$ cat src/rtl/xlator_pkg.sv
`timescale 1ns/1ps
package xlator_pkg;

  // Angle index covers one electrical cycle in 1/64 units.
  localparam int IDX_W  = 6;
  localparam int MAG_W  = 7;
  localparam int QSTEPS = 1 << (IDX_W - 2);
  localparam logic [IDX_W-1:0] HOME_IDX = IDX_W'(QSTEPS / 2);

  typedef enum logic [1:0] {
    RES_HALF      = 2'b00,
    RES_QUARTER   = 2'b01,
    RES_EIGHTH    = 2'b10,
    RES_SIXTEENTH = 2'b11
  } res_e;

  // Strobes from control to datapath.
  typedef struct packed {
    logic             homeLoad;
    logic             stepGo;
    logic             forward;
    logic [IDX_W-1:0] delta;
  } ctlStrobe_t;

  // Half step is QSTEPS/2 index units; each finer mode halves it.
  function automatic logic [IDX_W-1:0] stepDelta(res_e r);
    return IDX_W'(QSTEPS / 2) >> r;
  endfunction

endpackage

$ cat src/rtl/xlator_ctrl.sv
`timescale 1ns/1ps
module xlator_ctrl
  import xlator_pkg::*;
#(
  parameter int SETTLE_CYCLES = 250
) (
  input  logic       clk,
  input  logic       rst_n,
  input  logic       stepIn,
  input  logic       dirIn,
  input  logic [1:0] modeSel,
  input  logic       resetReq,
  input  logic       sleepIn,
  output ctlStrobe_t strobe,
  output logic       driveEn
);

  localparam int CNT_W = (SETTLE_CYCLES < 1) ? 1 : $clog2(SETTLE_CYCLES + 1);
  localparam logic [CNT_W-1:0] SETTLE_LOAD = CNT_W'(SETTLE_CYCLES);

  logic             stepPrev;
  logic [CNT_W-1:0] settleCnt;
  logic             settled;
  logic             stepRise;

  // Edge history, settle window and drive enable.
  always_ff @(posedge clk or negedge rst_n) begin
    if (!rst_n) begin
      stepPrev  <= 1'b0;
      settleCnt <= SETTLE_LOAD;
      driveEn   <= 1'b0;
    end else begin
      stepPrev <= stepIn;
      driveEn  <= ~sleepIn;
      if (resetReq) begin
        settleCnt <= SETTLE_LOAD;
      end else if (settleCnt != '0) begin
        settleCnt <= settleCnt - CNT_W'(1);
      end
    end
  end

  assign settled  = (settleCnt == '0);
  assign stepRise = stepIn & ~stepPrev;

  // Direction and resolution are only consumed with an accepted edge.
  always_comb begin
    strobe.homeLoad = resetReq;
    strobe.stepGo   = stepRise & settled & ~resetReq;
    strobe.forward  = dirIn;
    strobe.delta    = stepDelta(res_e'(modeSel));
  end

endmodule

$ cat src/rtl/xlator_sine.sv
`timescale 1ns/1ps
module xlator_sine
  import xlator_pkg::*;
(
  input  logic [IDX_W-1:0] angle,
  output logic [MAG_W:0]   code
);

  localparam int QB = IDX_W - 2;

  logic [QB:0]      fold;
  logic [MAG_W-1:0] mag;

  // Quarter-wave table: round(127*sin(k*pi/32)), k = 0..16.
  function automatic logic [MAG_W-1:0] quarterSin(logic [QB:0] k);
    logic [MAG_W-1:0] v;
    case (int'(k))
      0:  v = 7'd0;
      1:  v = 7'd12;
      2:  v = 7'd25;
      3:  v = 7'd37;
      4:  v = 7'd49;
      5:  v = 7'd60;
      6:  v = 7'd71;
      7:  v = 7'd81;
      8:  v = 7'd90;
      9:  v = 7'd98;
      10: v = 7'd106;
      11: v = 7'd112;
      12: v = 7'd117;
      13: v = 7'd122;
      14: v = 7'd125;
      15: v = 7'd126;
      16: v = 7'd127;
      default: v = '0;
    endcase
    return v;
  endfunction

  // Odd quadrants read the table mirrored.
  always_comb begin
    if (angle[QB]) begin
      fold = (QB+1)'(QSTEPS) - {1'b0, angle[QB-1:0]};
    end else begin
      fold = {1'b0, angle[QB-1:0]};
    end
    mag  = quarterSin(fold);
    code = {angle[IDX_W-1] & (mag != '0), mag};
  end

endmodule

$ cat src/rtl/xlator_dpath.sv
`timescale 1ns/1ps
module xlator_dpath
  import xlator_pkg::*;
(
  input  logic           clk,
  input  logic           rst_n,
  input  ctlStrobe_t     strobe,
  output logic [MAG_W:0] phaseA,
  output logic [MAG_W:0] phaseB,
  output logic           monitor
);

  localparam int NPH = 2;

  logic [IDX_W-1:0] angleIdx;
  logic [MAG_W:0]   phaseCode [NPH];

  always_ff @(posedge clk or negedge rst_n) begin
    if (!rst_n) begin
      angleIdx <= HOME_IDX;
    end else if (strobe.homeLoad) begin
      angleIdx <= HOME_IDX;
    end else if (strobe.stepGo) begin
      if (strobe.forward) begin
        angleIdx <= angleIdx + strobe.delta;
      end else begin
        angleIdx <= angleIdx - strobe.delta;
      end
    end
  end

  // Phase 0 (A) leads by a quarter cycle: cosine; phase 1 (B): sine.
  generate
    for (genvar p = 0; p < NPH; p++) begin : g_phase
      localparam logic [IDX_W-1:0] OFS = (p == 0) ? IDX_W'(QSTEPS) : '0;
      logic [MAG_W:0] code;
      xlator_sine u_sine (
        .angle (angleIdx + OFS),
        .code  (code)
      );
      assign phaseCode[p] = code;
    end
  endgenerate

  assign phaseA  = phaseCode[0];
  assign phaseB  = phaseCode[1];
  assign monitor = ~strobe.homeLoad &
                   (angleIdx[IDX_W-3:0] == HOME_IDX[IDX_W-3:0]);

endmodule

$ cat src/rtl/stepper_xlator.sv
`timescale 1ns/1ps
module stepper_xlator
  import xlator_pkg::*;
#(
  parameter int SETTLE_CYCLES = 250
) (
  input  logic       clk,
  input  logic       rst_n,
  input  logic       stepIn,
  input  logic       dirIn,
  input  logic [1:0] modeSel,
  input  logic       resetReq,
  input  logic       sleepIn,
  output logic [7:0] phaseA,
  output logic [7:0] phaseB,
  output logic       monitor,
  output logic       driveEn
);

  ctlStrobe_t strobe;

  xlator_ctrl #(.SETTLE_CYCLES(SETTLE_CYCLES)) u_ctrl (
    .clk      (clk),
    .rst_n    (rst_n),
    .stepIn   (stepIn),
    .dirIn    (dirIn),
    .modeSel  (modeSel),
    .resetReq (resetReq),
    .sleepIn  (sleepIn),
    .strobe   (strobe),
    .driveEn  (driveEn)
  );

  xlator_dpath u_dpath (
    .clk     (clk),
    .rst_n   (rst_n),
    .strobe  (strobe),
    .phaseA  (phaseA),
    .phaseB  (phaseB),
    .monitor (monitor)
  );

endmodule

$ cat config.mk
export PLATFORM = sky130hd
export DESIGN_NAME = stepper_xlator
export DESIGN_NICKNAME = d
export VERILOG_FILES = /design/src/rtl/xlator_pkg.sv /design/src/rtl/xlator_ctrl.sv /design/src/rtl/xlator_sine.sv /design/src/rtl/xlator_dpath.sv /design/src/rtl/stepper_xlator.sv
export SDC_FILE = /design/constraint.sdc
export NUM_CORES = 1
export LEC_CHECK = 0
export ABC_AREA = 1
export BUFFER_PORTS_ARGS = -buffer_cell sky130_fd_sc_hd__buf_2
export CORE_UTILIZATION = 33
export CTS_BUF_LIST = sky130_fd_sc_hd__clkbuf_16
export DETAILED_ROUTE_END_ITERATION = 8
export PLACE_DENSITY = 0.61
export SYNTH_ARGS = -nofsm -noshare
export SYNTH_HDL_FRONTEND = slang
export SYNTH_SLANG_ARGS = --single-unit
$ cat constraint.sdc
create_clock -name clk -period 3.12 [get_ports clk]
set_clock_uncertainty 0.15 [all_clocks]
set_input_delay 0.78 -clock clk [delete_from_list [all_inputs] [get_ports clk]]
set_output_delay 0.78 -clock clk [all_outputs]
set_load 0.005 [all_outputs]
Word-level counts from Yosys, hierarchy flattened
Memories as Yosys holds them, arrays and structs flattened.
Index checks and enable logic that the tools add are counted.
- bits in registers: 16
- bits in read-only memories: 448
- output and inout bits: 18
- word-level logic and storage cells: 36
- memories: 2
- memories (memory ; depth ; width ; rd ports ; clocked after memory_dff ; wr ports ; line ; text):
    (name not given) ; 32 ; 7 ; 1 ; 0 ; 0 ; xlator_sine.sv:17 ; case (int'(k))
    (name not given) ; 32 ; 7 ; 1 ; 0 ; 0 ; xlator_sine.sv:17 ;
- add/sub/neg operators: 6
- equality and inequality tests: 1
- shift-type cells: 1
- mux-type cells: 7
- bitwise operators: 9
- reduce and logical (&&, ||, !) cells: 6
- operator list (operator ; count):
    two-way mux 6 bit ; 3
    two-way mux 8 bit ; 2
    nonzero test 7 bit ; 2
    two-way mux 5 bit ; 2
    subtractor 5 x 4 -> 5 bit, first input constant ; 2
    logical NOT 8 bit ; 1
    nonzero test 8 bit ; 1
    subtractor 8 x 1 -> 8 bit, second input constant ; 1
    adder 6 x 5 -> 6 bit, second input constant ; 1
    adder 6 bit ; 1
    bitwise AND 1 bit ; 6
    >> shifter 4 x 2 -> 6 bit, first input constant ; 1
    subtractor 6 bit ; 1
    equality test 4 bit, second input constant ; 1
    nonzero test 2 bit ; 2
    NOT 1 bit ; 3

Longest topological paths before layout
- depth in word-level cells: 6
- depth in mapped cells: 15

Modules after synthesis
A second synthesis with hierarchy kept.
- cell total of the unflattened synthesis: 352
- area, all modules: 2148.3 sq um
- by module, submodules not included (module ; instances ; cells an instance ; area an instance (sq um) ; sequential area each (sq um)):
    xlator_ctrl ; 1 ; 88 ; 651.9 ; 257.7
    xlator_dpath ; 1 ; 91 ; 631.9 ; 151.4
    xlator_sine at u_dpath.g_phase[0].u_sine ; 1 ; 87 ; 460.4 ; 0.0
    xlator_sine at u_dpath.g_phase[1].u_sine ; 1 ; 86 ; 404.1 ; 0.0

Least setup slack after synthesis
No wires, ideal clock.
- path kind: flip-flop to output port
- from: reg u_dpath.angleIdx[0]
- to: out phaseB[7]
- data arrival time: 1.720 ns
- data required time: 2.190 ns
- setup slack: 0.470 ns
- stages on the path, launching flop included: 15
- cell sequence: dfrtp_1 inv_2 buf_2 ha_1 nand2_1 nand2_2 nand2_1 nand2_1 inv_1 nand2_1 nand2_1 nand3_1 nand3_1 nor2_1 nor2_1
- cells in the longest elaborated chain, start to end: 5
- ends and longest elaborated chain (what ; line ; text):
    from (decl) ; xlator_dpath.sv:15 ; logic [IDX_W-1:0] angleIdx;
    from (signal assigned) ; xlator_dpath.sv:25 ; angleIdx <= angleIdx + strobe.delta;
    from (signal assigned) ; xlator_dpath.sv:27 ; angleIdx <= angleIdx - strobe.delta;
    subtractor 5 x 4 -> 5 bit ; xlator_sine.sv:43 ; fold = (QB+1)'(QSTEPS) - {1'b0, angle[QB-1:0]};
    two-way mux 5 bit (*) ; xlator_sine.sv:42 ; if (angle[QB]) begin
    memory (32 x 7 bit) (*) ; -- ;
    nonzero test 7 bit (*) ; xlator_sine.sv:48 ; code = {angle[IDX_W-1] & (mag != '0), mag};
    bitwise AND 1 bit (*) ; xlator_sine.sv:48 ;
    to (decl) ; stepper_xlator.sv:15 ; output logic [7:0] phaseB,
Every way passes the cells marked *; elsewhere a longest branch is shown, timed or not.

Worst setup path in the final report
Ends and elaborated chain as after synthesis.

==> out/qor_table.md <==
| Quantity | Value |
| --- | --- |
| Gr usage total | 15.8% |
| Count of port buffers added during placement | 25 |
| Pin slew with the least headroom to its limit | 373 ps |
| Top cells by count, synth | sky130_fd_sc_hd__nand2_1, sky130_fd_sc_hd__inv_1, sky130_fd_sc_hd__nand3_1 |
| Initial core utilization | 34.9% |
| Worst-path cell with the longest stage delay | sky130_fd_sc_hd__dfrtp_2 |
| Slack of the worst reg-to-reg path | 1070 ps |
| Clk Tree Root Cell | sky130_fd_sc_hd__clkbuf_16 |
| DRT iter0 DRCs | 93 |
| Longest individual stage delay on the worst path | 410 ps |
| Run status | finished, final reports clean |
| Slew Viols, Final | 0 |
| Half-perimeter wire length after placement | 3.05 mm |
| Number of nets with antenna violations after routing | 0 |
| Worst setup slack after placement | 218 ps |
| Worst Path Required | 2190 ps |
| Total clock buffers created by CTS | 3 |
| Clock share of power | 47.9% |
| Worst setup slack after layout | 250 ps |
| Share of flip-flops with an asynchronous set or reset | 100% |
| Cells along the critical path | inv_2, buf_6, nand2_1, nand2_1, nand2_2, nand2_2, nand2_4, nand2_1, nand2_1, nand2_1, nand3_1, nor2_2, nor2_1, buf_2 |
| Primary FF master, synth | sky130_fd_sc_hd__dfrtp_1 |
| Die area | 0.00535 mm² |
| Clock latency at the later pin of the worst-skew pair | 250 ps |
| CP Capture Type | output port |
| Switching share of power | 22.2% |
| Final Power | 0.521 mW |
| Setup CP Type | register to output port |
| Final Hold Slack | 286 ps |
| Cell-internal power | 0.405 mW |
| Final Hold Violating Endpoints | 0 |
| Per-cell routed wire length | 10.6 µm |
| Synthesized netlist net count | 286 |
| R2r worst-path depth | 11 |
| Post-synthesis to final-layout area growth | 19.8% |
| Main area contributors after synthesis | sky130_fd_sc_hd__nand2_1, sky130_fd_sc_hd__dfrtp_1, sky130_fd_sc_hd__dfstp_2 |
| Power density over the cells | 260 mW/mm² |
| Share of power burned in registers | 42.8% |
| Max Fclk | 348 MHz |
| Sw Pwr | 0.116 mW |
| Worst setup path end | phaseB[7] |
| Time the worst path needs with I/O delays and setup | 2870 ps |
| GRT overflow | 0 |
| CTS Hold Bufs | 0 |
| Number of global-route vias before repair | 1506 |
| Number of warnings issued by yosys | 0 |
| Summed instance area of the synthesized netlist | 0.00167 mm² |
| Reg2reg start | u_ctrl.settleCnt[0] |
| TritonCTS clock tree | built |
| Arrival time at the worst endpoint | 1940 ps |
| Cell with the most instances on the worst path | sky130_fd_sc_hd__nand2_1 |
| Post-synthesis sequential area ratio | 24.5% |
| Critical path peak fanout | 14 |
| Leak pwr | 1.05 nW |
| Max-Cap Viols | 0 |
| CTS clock-pin slew for the worst setup and hold paths | 50 ps |
| First-pass iteration count of the detailed router | 4 |
| First element of the critical path | u_dpath.angleIdx[0] |
| Cell type contributing the most total cell area after synthesis | sky130_fd_sc_hd__nand2_1 |
| Final nets | 317 |
| Fraction of final layout cells with drive strength greater than 1 | 25.6% |
| Drt via density | 4.72 |
| Die height | 73.1 µm |
| Horizontal die dimension | 73.1 µm |
| Last weighted congestion value of the routability-driven placer | 0.827 |
| Relative contribution of combinational cells to total power | 9.3% |
| Area fraction of the dominant cell type after synthesis | 19.6% |
| Core area | 0.00479 mm² |
| Fraction of the cycle the final worst path needs | 92.0% |
| Cell with the most instances after synthesis | sky130_fd_sc_hd__nand2_1 |
| DRC violations left | 0 |
| Number of placement rows | 25 |
| Count of antenna diodes in the layout | 0 |
| Maximum ir drop on the vdd rail | 0.000286 V |
| Via count | 1736 |
| Synthesized netlist cell count | 271 |
| Cell variety after synth | 33 |
| Terminus of the critical flop-to-flop path | u_dpath.angleIdx[5] |
| Total length of routed wires | 3.92 mm |
| CTS sink count | 16 |
| Number of top-level design ports | 26 |
| Count of flip-flops with a built-in enable after synthesis | 0 |
| Maximum root-to-sink buffer count | 2 |
| Type of the worst min-delay path | input port to asynchronous set/reset pin |
| Register bit count reported by yosys | 16 |
| Maximum number of pins on one net before global-route repair | 17 |
| Number of setup violations in the final report | 0 |
| Wire length of the first global-routing pass | 6.71 mm |
| Number of antenna violations at the first check in global routing | 0 |
| Level count of the clock H-tree | 1 |
| Post-Syn Area per Cell | 6.16 µm² |
| Max transition margin | 74.9% |
| Startpoint kind of the worst setup timing path | register |
area by class of cell:
type                            instances  area [µm²]
Inverter                               39         148
Multi-Input combinational cell        213        1120
Timing Repair Buffer                   29         159
Clock inverter                          1        3.75
Tap cell                               67        83.8
Fill cell                             499        2790
Sequential cell                        16         413
Clock buffer                            3        75.1
through the flow:
step | area [µm²] | utilization (%) | TNS (ps) | instances
after global routing | 2000 | 41.8 | -2.75 | 368
after CTS | 1940 | 40.6 | 0 | 365
after global placement | 1860 | 38.9 | 0 | 361
after detailed placement | 1860 | 38.9 | 0 | 361
final | 2000 | 41.8 | 0 | 368
after floorplan | 1670 | - | 0 | 271
flip-flops by register name (all words and copies together) (netlist names):
name and count:
u_ctrl.driveEn 1, u_ctrl.settleCnt 8, u_ctrl.stepPrev 1, u_dpath.angleIdx 6
placed cells by master, fill, tap and decap left out:
cell	n
sky130_fd_sc_hd__clkinv_1	2
sky130_fd_sc_hd__o221ai_1	1
sky130_fd_sc_hd__a21oi_2	2
sky130_fd_sc_hd__ha_1	5
sky130_fd_sc_hd__nand4_1	1
sky130_fd_sc_hd__fa_1	1
sky130_fd_sc_hd__buf_6	1
sky130_fd_sc_hd__o211ai_1	5
sky130_fd_sc_hd__nor2_2	6
sky130_fd_sc_hd__clkbuf_16	3
sky130_fd_sc_hd__nand3_2	5
sky130_fd_sc_hd__a31oi_1	1
sky130_fd_sc_hd__buf_4	3
sky130_fd_sc_hd__nor3_1	2
sky130_fd_sc_hd__o21ai_1	2
sky130_fd_sc_hd__dfrtp_1	6
sky130_fd_sc_hd__nor2_1	19
sky130_fd_sc_hd__clkinv_2	1
sky130_fd_sc_hd__o22ai_1	1
sky130_fd_sc_hd__a21boi_0	1
sky130_fd_sc_hd__dfrtp_2	3
sky130_fd_sc_hd__ha_4	1
sky130_fd_sc_hd__a21oi_1	15
sky130_fd_sc_hd__inv_1	32
sky130_fd_sc_hd__nand3_1	24
sky130_fd_sc_hd__buf_2	25
sky130_fd_sc_hd__xor2_1	1
sky130_fd_sc_hd__dfstp_2	7
sky130_fd_sc_hd__inv_2	5
sky130_fd_sc_hd__nand2_1	86
sky130_fd_sc_hd__o31ai_1	1
sky130_fd_sc_hd__nand2_4	2
sky130_fd_sc_hd__nand2_2	13
sky130_fd_sc_hd__o21ai_0	14
sky130_fd_sc_hd__nand3b_1	1
sky130_fd_sc_hd__xnor2_1	3
critical path: cells and delay by family, from the launching register on:
family                 cells  cell delay [ps]
and+or+nand+nor           11              910
DFF                        1              410
buffers and inverters      3              380
power groups by stage:
| stage | combinational (mW) | sequential [mW] | clock, mW |
|---|---|---|---|
| 2_1_floorplan | 0.0314 | 0.225 | 0 |
| 3_3_place_gp | 0.0485 | 0.226 | 0 |
| 3_5_place_dp | 0.0489 | 0.226 | 0 |
| 4_1_cts | 0.0493 | 0.223 | 0.256 |
| 5_1_grt | 0.0561 | 0.224 | 0.263 |
| 6_report | 0.0484 | 0.223 | 0.249 |
how the worst min path moves through the flow:
stage | startpoint | endpoint | cells after the start
final | rst_n | u_ctrl.settleCnt[2] | 1
after global routing | rst_n | u_ctrl.settleCnt[2] | 1
after CTS | rst_n | u_ctrl.settleCnt[2] | 1
after detailed placement | u_ctrl.settleCnt[6] | u_ctrl.settleCnt[6] | 2
after global placement | u_ctrl.settleCnt[6] | u_ctrl.settleCnt[6] | 2
after floorplan | rst_n | u_ctrl.driveEn | 0
layer usage:
layer | vias to the layer above | global-route usage, % | part of all wire [%]
met5 | - | 0 | 0
met4 | 0 | 5.23 | 1.1
met3 | 4 | 1.38 | 3.2
met2 | 36 | 25.5 | 46
met1 | 758 | 22.2 | 50
li1 | 938 | - | -
kinds of logic after synthesis:
group           synth area share, %
xor+xnor                       2.10
buf+inv                        10.3
fa+ha+maj                      5.69
simple gates                   42.9
flops                          24.5
compound gates                 14.5
what timing repair did:
action | in CTS | in global routing
setup endpoints to repair | 1 | 2
gates resized for setup | 1 | 11
endpoints found under the hold margin | 0 | 0
pin swaps | 0 | 1
buffers inserted | 0 | 3
Note: power is estimated with default switching activity, not from simulation.
